`src/rtl/rtc_pkg.sv`:
```
package rtc_pkg;

    localparam int REG_W = 16;

    typedef enum logic [1:0] {
        SEL_HIGH = 2'd0,
        SEL_LOW  = 2'd1,
        SEL_CTRL = 2'd2,
        SEL_NONE = 2'd3
    } rtc_sel_e;

    typedef enum logic {
        RSP_IDLE = 1'b0,
        RSP_DATA = 1'b1
    } rsp_state_e;

endpackage

```
`src/rtl/rtc_bus_decode.sv`:
```
module rtc_bus_decode
    import rtc_pkg::*;
#(
    parameter int ADDR_W = 4,
    parameter int BUS_W  = 64
) (
    input  logic [ADDR_W-1:0]  addr,
    input  logic [BUS_W/8-1:0] mask,
    input  logic [BUS_W-1:0]   wdata,
    output rtc_sel_e           sel,
    output logic               upper_slot,
    output logic [REG_W-1:0]   wval
);
    localparam int MASK_W = BUS_W / 8;
    localparam int SLOT_W = BUS_W / 2;

    always_comb begin
        upper_slot = |mask[MASK_W-1:MASK_W/2];
        wval       = upper_slot ? wdata[SLOT_W +: REG_W] : wdata[0 +: REG_W];
        unique case (1'b1)
            (addr == ADDR_W'(0)): sel = upper_slot ? SEL_LOW : SEL_HIGH;
            (addr == ADDR_W'(1)): sel = upper_slot ? SEL_NONE : SEL_CTRL;
            default:              sel = SEL_NONE;
        endcase
    end
endmodule

```
`src/rtl/rtc_prescaler.sv`:
```
module rtc_prescaler #(
    parameter int TICK_DIV = 50_000_000
) (
    input  logic                clk,
    input  logic                rst_n,
    input  logic                restart,
    output logic                tick,
    output logic [((TICK_DIV > 1) ? $clog2(TICK_DIV) : 1)-1:0] phase
);
    localparam int CW = (TICK_DIV > 1) ? $clog2(TICK_DIV) : 1;
    localparam logic [CW-1:0] LAST = CW'(TICK_DIV - 1);

    assign tick = (phase == LAST);

    always_ff @(posedge clk or negedge rst_n) begin
        if (!rst_n)
            phase <= '0;
        else if (restart || tick)
            phase <= '0;
        else
            phase <= phase + CW'(1);
    end
endmodule

```
`src/rtl/rtc_count_regs.sv`:
```
module rtc_count_regs
    import rtc_pkg::*;
(
    input  logic             clk,
    input  logic             rst_n,
    input  logic             wr_en,
    input  rtc_sel_e         sel,
    input  logic [REG_W-1:0] wval,
    input  logic             tick,
    output logic [REG_W-1:0] high_q,
    output logic [REG_W-1:0] low_q,
    output logic [REG_W-1:0] ctrl_q,
    output logic             low_take
);
    logic high_take;
    logic low_wrap;

    assign low_take  = wr_en && (sel == SEL_LOW)  && ctrl_q[0];
    assign high_take = wr_en && (sel == SEL_HIGH) && ctrl_q[0];
    assign low_wrap  = tick && !low_take && (low_q == {REG_W{1'b1}});

    always_ff @(posedge clk or negedge rst_n) begin
        if (!rst_n) begin
            low_q <= '0;
        end else if (low_take) begin
            low_q <= wval;
        end else if (tick) begin
            low_q <= low_q + REG_W'(1);
        end
    end

    always_ff @(posedge clk or negedge rst_n) begin
        if (!rst_n) begin
            high_q <= '0;
        end else if (high_take) begin
            high_q <= wval;
        end else if (low_wrap) begin
            high_q <= high_q + REG_W'(1);
        end
    end

    always_ff @(posedge clk or negedge rst_n) begin
        if (!rst_n) begin
            ctrl_q <= '0;
        end else if (wr_en && (sel == SEL_CTRL)) begin
            ctrl_q <= {{(REG_W-1){1'b0}}, wval[0]};
        end
    end
endmodule

```
`src/rtl/rtc_seconds_top.sv`:
```
module rtc_seconds_top
    import rtc_pkg::*;
#(
    parameter int TICK_DIV = 50_000_000,
    parameter int ADDR_W   = 4
) (
    input  logic              clk,
    input  logic              rst_n,
    input  logic              bus_req,
    input  logic              bus_we,
    input  logic [ADDR_W-1:0] bus_addr,
    input  logic [7:0]        bus_mask,
    input  logic [63:0]       bus_wdata,
    output logic              rd_valid,
    output logic [63:0]       rd_data
);
    localparam int BUS_W  = 64;
    localparam int SLOT_W = BUS_W / 2;
    localparam int PH_W   = (TICK_DIV > 1) ? $clog2(TICK_DIV) : 1;

    rtc_sel_e         sel;
    logic             upper_slot;
    logic [REG_W-1:0] wval;
    logic             tick;
    logic [PH_W-1:0]  phase;
    logic [REG_W-1:0] high_q, low_q, ctrl_q;
    logic             low_take;
    logic             wr_en, rd_req;
    logic [REG_W-1:0] sel_val;
    rsp_state_e       state_q, state_d;

    assign wr_en  = bus_req && bus_we;
    assign rd_req = bus_req && !bus_we;

    rtc_bus_decode #(.ADDR_W(ADDR_W), .BUS_W(BUS_W)) u_dec (
        .addr(bus_addr), .mask(bus_mask), .wdata(bus_wdata),
        .sel(sel), .upper_slot(upper_slot), .wval(wval)
    );

    rtc_prescaler #(.TICK_DIV(TICK_DIV)) u_pre (
        .clk(clk), .rst_n(rst_n), .restart(low_take),
        .tick(tick), .phase(phase)
    );

    rtc_count_regs u_regs (
        .clk(clk), .rst_n(rst_n), .wr_en(wr_en), .sel(sel), .wval(wval),
        .tick(tick), .high_q(high_q), .low_q(low_q), .ctrl_q(ctrl_q),
        .low_take(low_take)
    );

    always_comb begin
        unique case (sel)
            SEL_HIGH: sel_val = high_q;
            SEL_LOW:  sel_val = low_q;
            SEL_CTRL: sel_val = ctrl_q;
            SEL_NONE: sel_val = '0;
        endcase
    end

    // next-state logic of the response sequencer
    always_comb begin
        state_d = state_q;
        unique case (state_q)
            RSP_IDLE: state_d = rd_req ? RSP_DATA : RSP_IDLE;
            RSP_DATA: state_d = rd_req ? RSP_DATA : RSP_IDLE;
        endcase
    end

    always_ff @(posedge clk or negedge rst_n) begin
        if (!rst_n) state_q <= RSP_IDLE;
        else        state_q <= state_d;
    end

    // output process
    assign rd_valid = (state_q == RSP_DATA);

    always_ff @(posedge clk or negedge rst_n) begin
        if (!rst_n) begin
            rd_data <= '0;
        end else if (rd_req) begin
            rd_data <= upper_slot
                ? {{(SLOT_W-REG_W){1'b0}}, sel_val, {SLOT_W{1'b0}}}
                : {{(BUS_W-REG_W){1'b0}}, sel_val};
        end
    end
endmodule

```
`config.mk`:
```
export PLATFORM = sky130hd
export DESIGN_NAME = rtc_seconds_top
export DESIGN_NICKNAME = d
export VERILOG_FILES = /design/src/rtl/rtc_pkg.sv /design/src/rtl/rtc_bus_decode.sv /design/src/rtl/rtc_prescaler.sv /design/src/rtl/rtc_count_regs.sv /design/src/rtl/rtc_seconds_top.sv
export SDC_FILE = /design/constraint.sdc
export NUM_CORES = 1
export LEC_CHECK = 0
export BUFFER_PORTS_ARGS = -buffer_cell sky130_fd_sc_hd__clkbuf_2
export CAP_MARGIN = 10
export CORE_MARGIN = 10
export CORE_UTILIZATION = 40
export DETAILED_ROUTE_END_ITERATION = 10
export GPL_ROUTABILITY_DRIVEN = 0
export GPL_TIMING_DRIVEN = 1
export PLACE_DENSITY = 0.72
export SLEW_MARGIN = 0
export SYNTH_ARGS = -nofsm -noshare
export SYNTH_HDL_FRONTEND = slang
export SYNTH_SLANG_ARGS = --single-unit
```
`constraint.sdc`:
```
create_clock -name clk -period 2.9 [get_ports clk]
set_clock_uncertainty 0.05 [all_clocks]
set_input_delay 0.435 -clock clk [delete_from_list [all_inputs] [get_ports clk]]
set_output_delay 0.435 -clock clk [all_outputs]
set_load 0.01 [all_outputs]
```
==> flow_summary.json <==
{
  "fp.dieArea_sq_mm": 0.0168,
  "grt_pass1_vias": 3770,
  "track_usage": 0.135,
  "numPortBuffers": 76,
  "drc": 0,
  "die_y_um": 129,
  "num_vias": 3820,
  "min_period_over_period": 0.821,
  "wire_per_inst_um": 16.4,
  "cts_tree": "done",
  "drt_iter0_drc": 366,
  "maxCapViolCount": 0,
  "syn_inst": 478,
  "power_density_mw_per_mm2": 484,
  "cts_resized": 0,
  "yosysTopAreaCell": "dfrtp_1",
  "async_reset_ff_frac": 1.00,
  "clkLatencyLatePin_ps": 340,
  "wl_um": 11500,
  "ys_seq_area_frac": 0.480,
  "grt_max_degree": 57,
  "yosysUniqueCellTypes": 51,
  "hold_class": "input port to asynchronous set/reset pin",
  "synth_area_leaders": "dfrtp_1 (48%), xor2_1 (6.4%), a22o_1 (5.5%)",
  "drive_gt1_frac": 0.213,
  "report.final.hold_viol_count": 4,
  "crit_required_ps": 3070,
  "critical_path.cell_chain": "ha_1 -> and4_2 -> nand4_2 -> nor4_4 -> or2_2 -> a21oi_1 -> a311oi_1",
  "synth_area_per_cell_sq_um": 10.0,
  "r2r_slack_ps": 520,
  "gr-total-overflow": 0,
  "cts.sinks": 92,
  "hold_ws_ps": -7.39,
  "leakagePower_nw": 2.47,
  "r2r-end": "u_regs.high_q[10]$_DFFE_PN0P_",
  "cts.clk_slew.worst_paths_ps": 70,
  "grt_pass1_wl_um": 18500,
  "peakVddDrop_mv": 0.268,
  "synth_warnings": 0,
  "clockRootBuffer": "clkbuf_16",
  "syn_to_final_growth_pct": 14.7,
  "htreeDepth": 3,
  "worst_slack_ps": 520,
  "fin_util": 0.475,
  "antenna_found_initial": 0,
  "crit_path_max_fanout": 6,
  "setup_tns_ps": 0,
  "io_pins": 145,
  "worst_pin_slew_ps": 1050,
  "run_status": "complete, but fails checks",
  "finalSetupViolations": 0,
  "synth_edf_count": 0,
  "synth_top_area_frac": 0.480,
  "rows": 39,
  "ys.flop_type": "dfrtp_1",
  "critPathKind": "flip-flop to flip-flop",
  "crit_arrival_ps": 2550,
  "dr.pass1.iters": 5,
  "cts_buffer_depth": 2,
  "antenna_left": 0,
  "die_w_um": 129,
  "syn-cell-area_sq_mm": 0.00479,
  "coreArea_sq_mm": 0.0116,
  "initial_utilization": 0.414,
  "cp-end-kind": "flip-flop",
  "hold_buffers": 0,
  "reg2regPathDepth": 7,
  "dp_hpwl_um": 8610,
  "rsz0062_at_grt": "no",
  "max_stage_delay_ps": 490,
  "relSlewSlack": 0.296,
  "place_ws_ps": 511,
  "drv_slew": 0,
  "place_area_sq_mm": 0.00523,
  "post_cts_buffers": 0,
  "reg2reg_from": "u_pre.phase[0]$_DFF_PN0_",
  "via_per_inst": 5.44,
  "crit_slowest_cell": "nor4_4",
  "fin_area_sq_mm": 0.00550,
  "worst_setup_path_start_kind": "flip-flop",
  "layout.nets": 637,
  "fill_cells": 1060,
  "min_period_ps": 2380,
  "ys_ff_latch": 92,
  "violations": "negative hold slack",
  "max_freq_mhz": 420,
  "n_antenna_cell": 0,
  "numCtsBuffers": 9
}
-- per-stage QoR --
step / std cells / power (mW) / hold WS [ps]
after floorplan: 509 / 1.55 / 89.4
after global placement: 686 / 1.62 / 377
after detailed placement: 686 / 1.63 / 375
after CTS: 702 / 2.68 / 15.2
after global routing: 702 / 2.77 / 36.9
final: 702 / 2.66 / -7.39
-- layout make-up --
type / instances / area [sq um] / share of cell area
clock buffer: 12 / 236 / 0.0430
clock inverter: 4 / 26.3 / 0.00478
inverter: 4 / 15.0 / 0.00273
multi-input combinational: 360 / 2260 / 0.411
sequential: 92 / 2300 / 0.419
tap: 143 / 179 / 0.0326
timing repair buffer: 87 / 478 / 0.0870
-- flip-flops by register name, indices dropped and copies added, names as in the netlist --
name	flops
u_pre.phase	26
u_regs.low_q	16
u_regs.ctrl_q	1
u_regs.high_q	16
rd_valid	1
rd_data	32
-- power breakdown --
part	internal, mW	switching (mW)	total, mW
Combinational	0.0828	0.130	0.213
Clock	0.580	0.472	1.05
Sequential	1.33	0.0630	1.40
Total	2.00	0.665	2.66
-- cell usage in the layout, fill, tap and decap left out, drive strengths merged, types with 2 or more instances in the layout --
cell type	netlist	layout
xor2	35	35
nor4	11	11
or2	3	3
conb	1	32
nand4	16	16
nand3	47	47
clkinv	0	3
or3	2	2
nor3	8	8
clkbuf	15	87
dfrtp	92	92
mux2i	3	3
o21ai	26	26
nor3b	2	2
and4	11	11
nor2	43	43
ha	3	3
a21oi	5	5
and2	3	3
a22o	30	30
and3	10	10
xnor2	14	14
buf	38	12
mux2	2	2
nand2	39	39
inv	4	4
-- cells in the mapped netlist, types with 5 or more instances --
library cell  instances
nand2_1              38
and4_1               10
dfrtp_1              92
nor4_1                5
o21ai_1               8
nand3_1              47
xor2_1               35
xnor2_1              14
a22o_1               30
o21ai_0              18
nor2_1               43
buf_4                34
nor3_1                8
clkbuf_1             15
a21oi_1               5
nand4_1              15
and3_1               10
-- critical path, delay by kind of cell, from the launching register on --
family / cells / cell delay, ps
DFF: 1 / 380
AOI/OAI and AO/OA: 2 / 370
and+or+nand+nor: 4 / 1210
adders and majority gates: 1 / 240
-- worst max path at each step --
stage | cells after the start | startpoint | slack (ps) | to
floorplan | 8 | u_pre.phase[0]$_DFF_PN0_ | 870 | u_pre.phase[19]$_DFF_PN0_
global placement | 7 | u_pre.phase[0]$_DFF_PN0_ | 600 | u_regs.high_q[4]$_DFFE_PN0P_
detailed placement | 7 | u_pre.phase[0]$_DFF_PN0_ | 510 | u_regs.high_q[10]$_DFFE_PN0P_
CTS | 7 | u_pre.phase[0]$_DFF_PN0_ | 500 | u_regs.high_q[10]$_DFFE_PN0P_
global route | 7 | u_pre.phase[0]$_DFF_PN0_ | 290 | u_regs.high_q[10]$_DFFE_PN0P_
finish | 7 | u_pre.phase[0]$_DFF_PN0_ | 520 | u_regs.high_q[10]$_DFFE_PN0P_
-- cells by family after synthesis --
kind of cell | after synthesis | share of synthesized area
compound gates | 69 | 0.102
xor+xnor | 49 | 0.0896
fa+ha+maj | 3 | 0.00783
buf+inv | 57 | 0.0734
flops | 92 | 0.480
mux | 5 | 0.0110
other cells | 1 | 0.000783
simple gates | 202 | 0.236
-- per-layer routing --
layer | wire length [um] | global-route usage | up-vias
li1 | - | - | 1794
met1 | 5080 | 0.174 | 1869
met2 | 5410 | 0.217 | 143
met5 | 0 | 0 | -
met4 | 148 | 0.0423 | 0
met3 | 857 | 0.0351 | 14
Note: power is estimated with default switching activity, not from simulation.
